### config.mk
export PLATFORM = sky130hd
export DESIGN_NAME = baud_frame_gen
export DESIGN_NICKNAME = d
export VERILOG_FILES = /design/src/rtl/baud_gen_pkg.sv /design/src/rtl/baud_frame_decode.sv /design/src/rtl/baud_cfg_regs.sv /design/src/rtl/baud_tick_gen.sv /design/src/rtl/baud_frame_gen.sv
export SDC_FILE = /design/constraint.sdc
export NUM_CORES = 1
export LEC_CHECK = 0
export BUFFER_PORTS_ARGS = -buffer_cell sky130_fd_sc_hd__buf_2
export CAP_MARGIN = 20
export CORE_AREA = 2 2 88 90
export CTS_BUF_LIST = sky130_fd_sc_hd__clkbuf_8
export DETAILED_ROUTE_END_ITERATION = 10
export DIE_AREA = 0 0 90 92
export GPL_ROUTABILITY_DRIVEN = 0
export PLACE_DENSITY = 0.75
export SKIP_CTS_REPAIR_TIMING = 1
export SYNTH_ARGS = -nofsm -noshare
export SYNTH_HDL_FRONTEND = slang
export SYNTH_HIERARCHICAL = 1
export SYNTH_SLANG_ARGS = --single-unit
### constraint.sdc
create_clock -name clk -period 7.9 [get_ports clk]
set_input_delay 1.185 -clock clk [delete_from_list [all_inputs] [get_ports clk]]
set_output_delay 1.185 -clock clk [all_outputs]
set_load 0.005 [all_outputs]
### src/rtl/baud_gen_pkg.sv
package baud_gen_pkg;

  typedef enum logic [1:0] {
    PAR_NONE = 2'd0,
    PAR_ODD  = 2'd1,
    PAR_EVEN = 2'd2
  } parity_e;

  typedef enum logic [1:0] {
    SEL_LINE = 2'd0,
    SEL_IDIV = 2'd1,
    SEL_FDIV = 2'd2,
    SEL_NONE = 2'd3
  } cfg_sel_e;

  typedef struct packed {
    logic [3:0] data_bits;
    logic       two_stop;
    parity_e    parity;
    logic [3:0] word_time;
  } frame_t;

endpackage

### src/rtl/baud_frame_decode.sv
module baud_frame_decode
  import baud_gen_pkg::*;
#(
  parameter int LCR_W = 8
) (
  input  logic [LCR_W-1:0] lcr,
  output frame_t           frame
);

  logic unused_lcr_bits;
  assign unused_lcr_bits = ^{lcr[4], lcr[LCR_W-1:6]};

  always_comb begin
    frame.data_bits = {2'b00, lcr[1:0]} + 4'd5;
    frame.two_stop  = lcr[2];
    if (!lcr[5])     frame.parity = PAR_NONE;
    else if (lcr[3]) frame.parity = PAR_EVEN;
    else             frame.parity = PAR_ODD;
    // start bit + data + stop; parity not counted
    frame.word_time = frame.data_bits + (lcr[2] ? 4'd2 : 4'd1) + 4'd1;
  end

endmodule

### src/rtl/baud_cfg_regs.sv
module baud_cfg_regs
  import baud_gen_pkg::*;
#(
  parameter int          DATA_W    = 16,
  parameter int          DIV_W     = 16,
  parameter int          FRAC_W    = 3,
  parameter int          LCR_W     = 8,
  parameter int unsigned RESET_LCR = 3
) (
  input  logic              clk,
  input  logic              rst,
  input  logic              wr,
  input  cfg_sel_e          sel,
  input  logic [DATA_W-1:0] wdata,
  output logic [DIV_W-1:0]  act_div,
  output logic [FRAC_W-1:0] act_frac,
  output frame_t            frame,
  output logic              running
);

  logic [LCR_W-1:0]  st_lcr,  nx_lcr;
  logic [DIV_W-1:0]  st_div,  nx_div;
  logic [FRAC_W-1:0] st_frac, nx_frac;
  logic              apply;
  frame_t            nx_frame, rst_frame;

  always_comb begin
    nx_lcr  = st_lcr;
    nx_div  = st_div;
    nx_frac = st_frac;
    if (wr) begin
      case (sel)
        SEL_LINE: nx_lcr  = wdata[LCR_W-1:0];
        SEL_IDIV: nx_div  = wdata[DIV_W-1:0];
        SEL_FDIV: nx_frac = wdata[FRAC_W-1:0];
        default:  ;
      endcase
    end
  end

  assign apply = wr && (sel != SEL_NONE) && (nx_div != '0);

  baud_frame_decode #(.LCR_W(LCR_W)) u_dec_next (
    .lcr   (nx_lcr),
    .frame (nx_frame)
  );

  baud_frame_decode #(.LCR_W(LCR_W)) u_dec_reset (
    .lcr   (LCR_W'(RESET_LCR)),
    .frame (rst_frame)
  );

  always_ff @(posedge clk) begin
    if (rst) begin
      st_lcr   <= LCR_W'(RESET_LCR);
      st_div   <= '0;
      st_frac  <= '0;
      act_div  <= '0;
      act_frac <= '0;
      frame    <= rst_frame;
      running  <= 1'b0;
    end else begin
      st_lcr  <= nx_lcr;
      st_div  <= nx_div;
      st_frac <= nx_frac;
      if (apply) begin
        act_div  <= nx_div;
        act_frac <= nx_frac;
        frame    <= nx_frame;
        running  <= 1'b1;
      end
    end
  end

endmodule

### src/rtl/baud_tick_gen.sv
module baud_tick_gen #(
  parameter int DIV_W      = 16,
  parameter int FRAC_W     = 3,
  parameter int OVERSAMPLE = 16
) (
  input  logic              clk,
  input  logic              rst,
  input  logic              restart,
  input  logic              enable,
  input  logic [DIV_W-1:0]  div,
  input  logic [FRAC_W-1:0] frac,
  output logic              tick
);

  localparam int SUB_W = $clog2(OVERSAMPLE);
  localparam int CNT_W = DIV_W + 1;

  logic [CNT_W-1:0] cnt, last;
  logic [SUB_W-1:0] sub, sub_nx;
  logic             extra;

  // first FRAC sub-ticks of a bit period get one extra cycle
  assign extra  = ({{FRAC_W{1'b0}}, sub} < {{SUB_W{1'b0}}, frac});
  assign last   = {1'b0, div} + {{DIV_W{1'b0}}, extra};
  assign sub_nx = (sub == SUB_W'(OVERSAMPLE - 1)) ? '0 : sub + 1'b1;

  always_ff @(posedge clk) begin
    if (rst || restart || !enable) begin
      cnt  <= '0;
      sub  <= '0;
      tick <= 1'b0;
    end else if (cnt == last) begin
      cnt  <= '0;
      sub  <= sub_nx;
      tick <= 1'b1;
    end else begin
      cnt  <= cnt + 1'b1;
      tick <= 1'b0;
    end
  end

endmodule

### src/rtl/baud_frame_gen.sv
module baud_frame_gen
  import baud_gen_pkg::*;
#(
  parameter int          DATA_W     = 16,
  parameter int          DIV_W      = 16,
  parameter int          FRAC_W     = 3,
  parameter int          LCR_W      = 8,
  parameter int          OVERSAMPLE = 16,
  parameter int unsigned RESET_LCR  = 3
) (
  input  logic              clk,
  input  logic              rst,
  input  logic              cfg_wr,
  input  logic [1:0]        cfg_sel,
  input  logic [DATA_W-1:0] cfg_wdata,
  output logic              tick,
  output logic              running,
  output logic [3:0]        data_bits,
  output logic              two_stop,
  output logic [1:0]        parity_mode,
  output logic [3:0]        word_time
);

  cfg_sel_e          sel;
  logic [DIV_W-1:0]  act_div;
  logic [FRAC_W-1:0] act_frac;
  frame_t            frame;
  logic              restart;

  assign sel     = cfg_sel_e'(cfg_sel);
  assign restart = cfg_wr && (sel != SEL_NONE);

  baud_cfg_regs #(
    .DATA_W(DATA_W), .DIV_W(DIV_W), .FRAC_W(FRAC_W),
    .LCR_W(LCR_W), .RESET_LCR(RESET_LCR)
  ) u_cfg (
    .clk      (clk),
    .rst      (rst),
    .wr       (cfg_wr),
    .sel      (sel),
    .wdata    (cfg_wdata),
    .act_div  (act_div),
    .act_frac (act_frac),
    .frame    (frame),
    .running  (running)
  );

  baud_tick_gen #(
    .DIV_W(DIV_W), .FRAC_W(FRAC_W), .OVERSAMPLE(OVERSAMPLE)
  ) u_tick (
    .clk     (clk),
    .rst     (rst),
    .restart (restart),
    .enable  (running),
    .div     (act_div),
    .frac    (act_frac),
    .tick    (tick)
  );

  assign data_bits   = frame.data_bits;
  assign two_stop    = frame.two_stop;
  assign parity_mode = frame.parity;
  assign word_time   = frame.word_time;

endmodule

## Word level (Yosys, flattened, before mapping)

Cells that the tools add are included.

- Add/subtract/negate cells: 6
- $mul: 0
- Divide/modulo/power cells: 0
- Magnitude comparators: 1
- Equal/unequal tests: 5
- Shifts and indexed selects: 0
- Mux-type cells: 11
- Bitwise gates (word level): 0
- Reduce and logical (&&, ||, !) cells: 9

Operators with widths:

| operator | count |
|---|---|
| 16-bit 2-to-1 mux | 2 |
| 16-bit by 1-bit adder with 17-bit output | 1 |
| 17-bit by 1-bit adder with 17-bit output, second input constant | 1 |
| 17-bit == test | 1 |
| 16-bit nonzero test | 1 |
| 6-bit 2-to-1 mux | 2 |
| 4-bit by 1-bit adder with 4-bit output, second input constant | 2 |
| 2-bit 2-to-1 mux | 3 |
| 3-bit 2-to-1 mux | 2 |
| 2-bit by 3-bit adder with 4-bit output, second input constant | 1 |
| 4-bit by 2-bit adder with 4-bit output | 1 |
| 4-bit == test, second input constant | 1 |
| 4-bit by 3-bit less-than comparator with 1-bit output | 1 |
| 4-bit 2-to-1 mux | 1 |
| 2-bit by 1-bit == test with 1-bit output, second input constant | 1 |
| 2-bit == test, second input constant | 1 |
| 1-bit logical AND | 2 |
| 2-bit logical NOT | 1 |
| 1-bit logical OR | 2 |
| 2-bit != test, second input constant | 1 |
| 2-bit AND reduction | 1 |
| 2-bit OR reduction | 1 |
| 1-bit logical NOT | 1 |
| 1-bit 2-to-1 mux | 1 |

- Flip-flop bits (word level): 78
- Bits in latches: 0
- Bits in writable memories: 0
- Memory bits (read-only): 0
- Input bits: 21
- Output and inout bits: 13
- Logic and storage cells: 46
- Memories kept: 0

## Depth between registers and ports, before layout

Gate-level depths: netlist of run 1.

- Word-level depth: 6
- Mapped depth: 15
- Gate-level depth less buffers: 13

## Modules after synthesis

The synthesis of run 1 kept the hierarchy.

Modules (own cells, without submodules):

| module | times used | cells an instance | area an instance (µm²) | sequential area each (µm²) |
|---|---|---|---|---|
| baud_cfg_regs | 1 | 209 | 2382.3 | 1271.2 |
| baud_tick_gen | 1 | 202 | 1621.6 | 440.4 |
| baud_frame_decode | 2 | 17 | 121.4 | 0.0 |
| baud_frame_gen | 1 | 1 | 11.3 | 0.0 |

## Worst setup path before layout of run 1

Ideal clock, no wire load.

- Path kind: input -> register
- Start: in cfg_sel[0]
- End: reg u_cfg/frame[2] (netlist name)
- Setup time: 0.260 ns
- Arrival time: 3.129 ns
- Required time: 7.640 ns
- Setup slack: 4.512 ns
- Stages: 8
- Path buffers: 0
- Cells stage by stage: nand2b_1 -> nor2_2 -> mux2_2 -> ha_1 -> inv_1 -> fa_1 -> xor2_1 -> mux2_2

RTL lines:

| what | RTL line | text |
|---|---|---|
| start: declaration | baud_frame_gen.sv:14 | `input logic [1:0] cfg_sel,` |

## Worst setup path in the final report of run 1

- Start: reg u_tick.sub[1]
- End: reg u_tick.cnt[4]

- Cells in the longest elaborated chain, start to end: 4

Ends and longest elaborated chain:

| what | RTL line | text |
|---|---|---|
| start: declaration | baud_tick_gen.sv:19 | `logic [SUB_W-1:0] sub, sub_nx;` |
| start signal: assignment | baud_tick_gen.sv:34 | `sub <= sub_nx;` |
| 4-bit by 3-bit less-than comparator with 1-bit output | baud_tick_gen.sv:23 | `assign extra = ({{FRAC_W{1'b0}}, sub} < {{SUB_W{1'b0}}, frac});` |
| 16-bit by 1-bit adder with 17-bit output | baud_tick_gen.sv:24 | `assign last = {1'b0, div} + {{DIV_W{1'b0}}, extra};` |
| 17-bit == test | baud_tick_gen.sv:32 | `end else if (cnt == last) begin` |
| 2-bit OR reduction (no line) | - |  |
| end signal: assignment | baud_tick_gen.sv:37 | `cnt <= cnt + 1'b1;` |
| end: declaration | baud_tick_gen.sv:18 | `logic [CNT_W-1:0] cnt, last;` |

No other way between the ends.
A chain may end at the register's enable or synchronous reset.

==> results.toml, run 1 <==
[placement]
place_inst = 560
io_buffer_count = 33
placed_area_um2 = 4350
dp_hpwl_mm = 5.86

[final_layout]
final_util_pct = 61.4
syn_to_final_growth_pct = 10.3
drive_gt1_share_pct = 20.3
antenna_cells = 0
final_common_cell = "dfxtp_1"
final_cell_area_um2 = 4570
fin_cells = 576
final_nets = 504
layout_common_cells = "dfxtp_1 (66), nand2_1 (45), buf_2 (33), nor2_1 (28), nor2b_1 (24)"

[die]
core_region_area_um2 = 7450
rows = 32
dieArea_um2 = 8280
start_util_pct = 55.7
die_y_um = 92
die_width_um = 90
pin_count = 34

[drt]
drtIter0Drc = 180
via_count = 3106
viasPerCell = 5.39
drtAntennaViolNets = 0
wl_per_cell_um = 13.9
wl_mm = 7.98
drc_errors = 0
drt_pass1_iterations = 4

[global_route]
track_usage_pct = 20.6
grt_pass1_wl_mm = 13.8
grt_use_met2_pct = 32.3
grt_max_degree = 58
grtUsageMet3_pct = 5.42
grt-ovfl-total = 0
grt_pass1_vias = 2969
antenna_found_initial = 0
grtUsageMet1_pct = 28.1
grt.busiest_layer = "met2"

[worst_setup_path]
cp-end-kind = "flop"
reg2reg_depth = 12
crit_path_max_fanout = 16
criticalPathCategory = "flop to flop"
worstPathRequired_ns = 8.11
start_kind = "flop"
crit_arrival_ns = 4.15

[worst_hold_path]
worstHoldPathCells = 2
hp-class = "flop to flop"

[clocking]
worstSkewPairLatency_ns = 0.35
cts_tree = "yes"
clk_pin_slew_ns = 0.08
cts_max_path_buffers = 2
cts.sinks = 77
cts-root-buf = "clkbuf_8"
htree_levels = 3
numCtsBuffers = 9

[sta]
finalSetupViolations = 0
finClkSkew_ns = 0.0150
slew_headroom_pct = 32.9
period_share_pct = 49.9
timing.fmax_mhz = 254
finalHoldViolCount = 0
slew_viol_final = 0
period_needed_ns = 3.94
whs_ns = 0.486
rsz0062_at_grt = "no"
setup_tns_ns = 0
worstMarginPinSlew_ns = 1.01

[synthesis]
ys.warnings.count = 6
syn_area_um2 = 4150
syn_avg_cell_area_um2 = 9.49
synthCells = 437

[job]
cap_violations = 0

[pwr]
irDropWorstVdd_mv = 0.112
power_density_nw_per_um2 = 183
power_leakage_uw = 0.00184

[outcome]
status = "finished, final reports clean"
final timing paths:
kind	slack (ns)	startpoint	endpoint
setup / recovery	3.96	u_tick/sub[1]$_SDFFE_PP0N_	u_tick/cnt[4]$_SDFF_PP0_
hold / removal	0.49	u_cfg/st_div[2]$_SDFF_PP0_	u_cfg/st_div[2]$_SDFF_PP0_
setup reg to reg	3.96	u_tick/sub[1]$_SDFFE_PP0N_	u_tick/cnt[4]$_SDFF_PP0_
hold reg to reg	0.49	u_cfg/st_div[2]$_SDFF_PP0_	u_cfg/st_div[2]$_SDFF_PP0_
sequential cells by signal (all words and copies together), names as in the netlist:
register / count
u_cfg/st_div: 16
u_cfg/st_lcr: 5
u_tick/sub: 4
u_cfg/act_div: 16
u_cfg/frame: 11
u_cfg/act_frac: 3
u_cfg/st_frac: 3
u_cfg/running: 1
u_tick/cnt: 17
u_tick/tick: 1
metrics by stage:
step                      total power, uW  setup WS [ns]
after CTS                             845           3.93
after global placement                526           4.18
after detailed placement              530           3.94
final                                 835           3.96
after floorplan                       502           4.60
after global routing                  875           3.61
worst max-delay path, cell delays in order, from the launching register on:
cell	delay (ns)
dfxtp_1	0.41
ha_1	0.26
a21o_1	0.15
a211oi_1	0.26
ha_1	0.29
ha_1	0.29
and3_1	0.40
o2111ai_1	0.17
or4b_1	0.49
a31oi_1	0.20
nand3_1	0.22
o21ai_2	0.57
nor2_1	0.11
metal layers:
| layer | part of all wire, % | routed length [um] |
|---|---|---|
| met1 | 47 | 3750 |
| met4 | 1.1 | 91 |
| met2 | 46 | 3700 |
| met5 | 0 | 0 |
| met3 | 5.4 | 434 |
final cells by class:
type                            count  area [um^2]
Multi-Input combinational cell    325         2320
Clock buffer                       11          151
Fill cell                         663         2880
Sequential cell                    77         1650
Timing Repair Buffer               34          173
Clock inverter                      5         65.1
Tap cell                          102          128
Inverter                           22         82.6
where the power goes:
group          switching (uW)  leakage [uW]  total (uW)  internal, uW
Sequential               7.98      0.000646         422           414
Combinational            53.6       0.00108        99.4          45.7
Clock                     147      0.000111         313           167
Total                     209       0.00184         835           627
Note: power is estimated with default switching activity, not from simulation.
==> run 2, diff against run 1 <==
--- a/config.mk
+++ b/config.mk
@@ -5,14 +5,15 @@
 export SDC_FILE = /design/constraint.sdc
 export NUM_CORES = 1
 export LEC_CHECK = 0
+export ABC_AREA = 1
 export BUFFER_PORTS_ARGS = -buffer_cell sky130_fd_sc_hd__buf_2
 export CAP_MARGIN = 20
-export CORE_AREA = 2 2 88 90
+export CORE_AREA = 2 2 96 98
 export CTS_BUF_LIST = sky130_fd_sc_hd__clkbuf_8
 export DETAILED_ROUTE_END_ITERATION = 10
-export DIE_AREA = 0 0 90 92
+export DIE_AREA = 0 0 98 100
 export GPL_ROUTABILITY_DRIVEN = 0
-export PLACE_DENSITY = 0.75
+export PLACE_DENSITY = 0.74
 export SKIP_CTS_REPAIR_TIMING = 1
 export SYNTH_ARGS = -nofsm -noshare
 export SYNTH_HDL_FRONTEND = slang
==> constraint.sdc (replaced) <==
create_clock -name clk -period 3.59 [get_ports clk]
set_input_delay 0.5385 -clock clk [delete_from_list [all_inputs] [get_ports clk]]
set_output_delay 0.5385 -clock clk [all_outputs]
set_load 0.005 [all_outputs]
==> results.toml, run 2 <==
[clocking]
clk_pin_slew_ns = 0.09
cts-root-buf = "clkbuf_8"
htree_levels = 3
cts_max_path_buffers = 2
numCtsBuffers = 9
cts_tree = "yes"
cts.sinks = 77
worstSkewPairLatency_ns = 0.36

[final_layout]
reg_top3 = "u_tick/cnt: 17 flops, u_cfg/act_div: 16 flops, u_cfg/st_div: 16 flops"
final_common_cell = "nand2_1"
final_nets = 696
layout_common_cells = "nand2_1 (159), inv_1 (70), dfxtp_1 (66), nor2_1 (57), nand3_1 (37)"
drive_gt1_share_pct = 21.5
syn_to_final_growth_pct = 8.03
regMostFlops = "u_tick/cnt"
final_util_pct = 57.0
antenna_cells = 0
final_cell_area_um2 = 5060
largest_reg_flops = 17

[sta]
rsz0062_at_grt = "no"
finalHoldViolCount = 0
fin_ws_ns = 0.542
slew_headroom_pct = 61.7
finalSetupViolations = 0
finClkSkew_ns = 0.0155
worstMarginPinSlew_ns = 0.575
period_share_pct = 84.9
slew_viol_final = 0
timing.fmax_mhz = 328
setup_tns_ns = 0
period_needed_ns = 3.05

[drt]
drtIter0Drc = 182
drc_errors = 0
via_count = 3906
wl_per_cell_um = 12.0
drt_pass1_iterations = 4
wl_met2_mm = 4.42
wl_met1_mm = 4.45
top_layer = "met4"
drtAntennaViolNets = 0
wl_mm = 9.29
viasPerCell = 5.03
dr_wl_met3_um = 263

[global_route]
grt_pass1_wl_mm = 16.3
grt_pass1_vias = 3731
antenna_found_initial = 0
grt-ovfl-total = 0
grt_max_degree = 34
track_usage_pct = 20.2

[worst_setup_path]
worstPathRequired_ns = 3.83
criticalPathCategory = "flop to flop"
start_kind = "flop"
crit_path_max_fanout = 17
reg2reg_depth = 17
cp-end-kind = "flop"
crit_arrival_ns = 3.29

[job]
cap_violations = 0

[die]
dieArea_um2 = 9800
die_y_um = 100
pin_count = 34
die_width_um = 98
rows = 35
core_region_area_um2 = 8890
start_util_pct = 52.7

[worst_hold_path]
worstHoldPathCells = 3
hp-class = "primary input to flop"

[placement]
dp_hpwl_mm = 6.99
placed_area_um2 = 4860
pre_cts_ws_ns = 0.525
io_buffer_count = 33

[pwr]
power_density_nw_per_um2 = 378
finalPower_uw = 1910
irDropWorstVdd_mv = 0.196
power_leakage_uw = 0.00228

[synthesis]
synthCells = 628
ys.warnings.count = 6
syn_avg_cell_area_um2 = 7.47
syn_area_um2 = 4690

[outcome]
status = "finished, final reports clean"
==> run 2: cell count changes in the layout (fill, tap and decap cells not counted), sizes merged, moves of 24 or more <==
| cell | delta |
|---|---|
| nor2 | +35 |
| inv | +52 |
| nor2b | -24 |
| nand2 | +152 |
| mux2 | -35 |
| nand3 | +31 |
==> run 2: final timing paths <==
path	end	slack, ns	startpoint
setup / recovery	u_tick/cnt[16]$_SDFF_PP0_	0.54	u_cfg/act_frac[1]$_SDFFE_PP0P_
hold / removal	u_cfg/st_lcr[3]$_SDFF_PP0_	0.44	cfg_wdata[3]
setup reg to reg	u_tick/cnt[16]$_SDFF_PP0_	0.54	u_cfg/act_frac[1]$_SDFFE_PP0P_
hold reg to reg	u_cfg/st_div[6]$_SDFF_PP0_	0.47	u_cfg/st_div[6]$_SDFF_PP0_
==> run 2: layer usage <==
metal	global-route usage (%)	vias to the layer above
li1	-	2048
met1	26.1	1792
met2	34.1	52
met3	4.11	14
met4	6.73	0
met5	0	-
==> run 2: per-stage QoR <==
step | hold slack (ns) | std cells
finish | 0.443 | 777
global placement | 0.454 | 761
global route | 0.463 | 777
detailed placement | 0.455 | 761
CTS | 0.434 | 777
floorplan | 0.440 | 638
==> run 2: where the power goes <==
part           total (uW)  leakage, uW  switching (uW)  internal (uW)
logic                 298      0.00153             191            107
clock network         684     0.000103             339            345
registers             932     0.000648            17.7            914
==> run 2: cell type report <==
class                           instances  area, um^2
Fill cell                             837        3820
Multi-Input combinational cell        460        2580
Sequential cell                        77        1650
Inverter                               75         284
Timing Repair Buffer                   38         203
Tap cell                              111         139
Clock buffer                           10         138
Clock inverter                          6        70.1
==> run 2: worst max-delay path, cell delays in order, from the launching register on <==
cell and delay (ns):
dfxtp_1 0.35, inv_1 0.05, ha_1 0.28, a21o_1 0.17, a211oi_1 0.21, ha_1 0.23, ha_1 0.26, nand3_1 0.12
nor2_1 0.20, nand3_1 0.11, nand2_1 0.10, nand2_1 0.06, nand2_1 0.07, nand3b_1 0.11, nor2_2 0.26, nand2_4 0.12
nand2_4 0.18, nor2_1 0.07
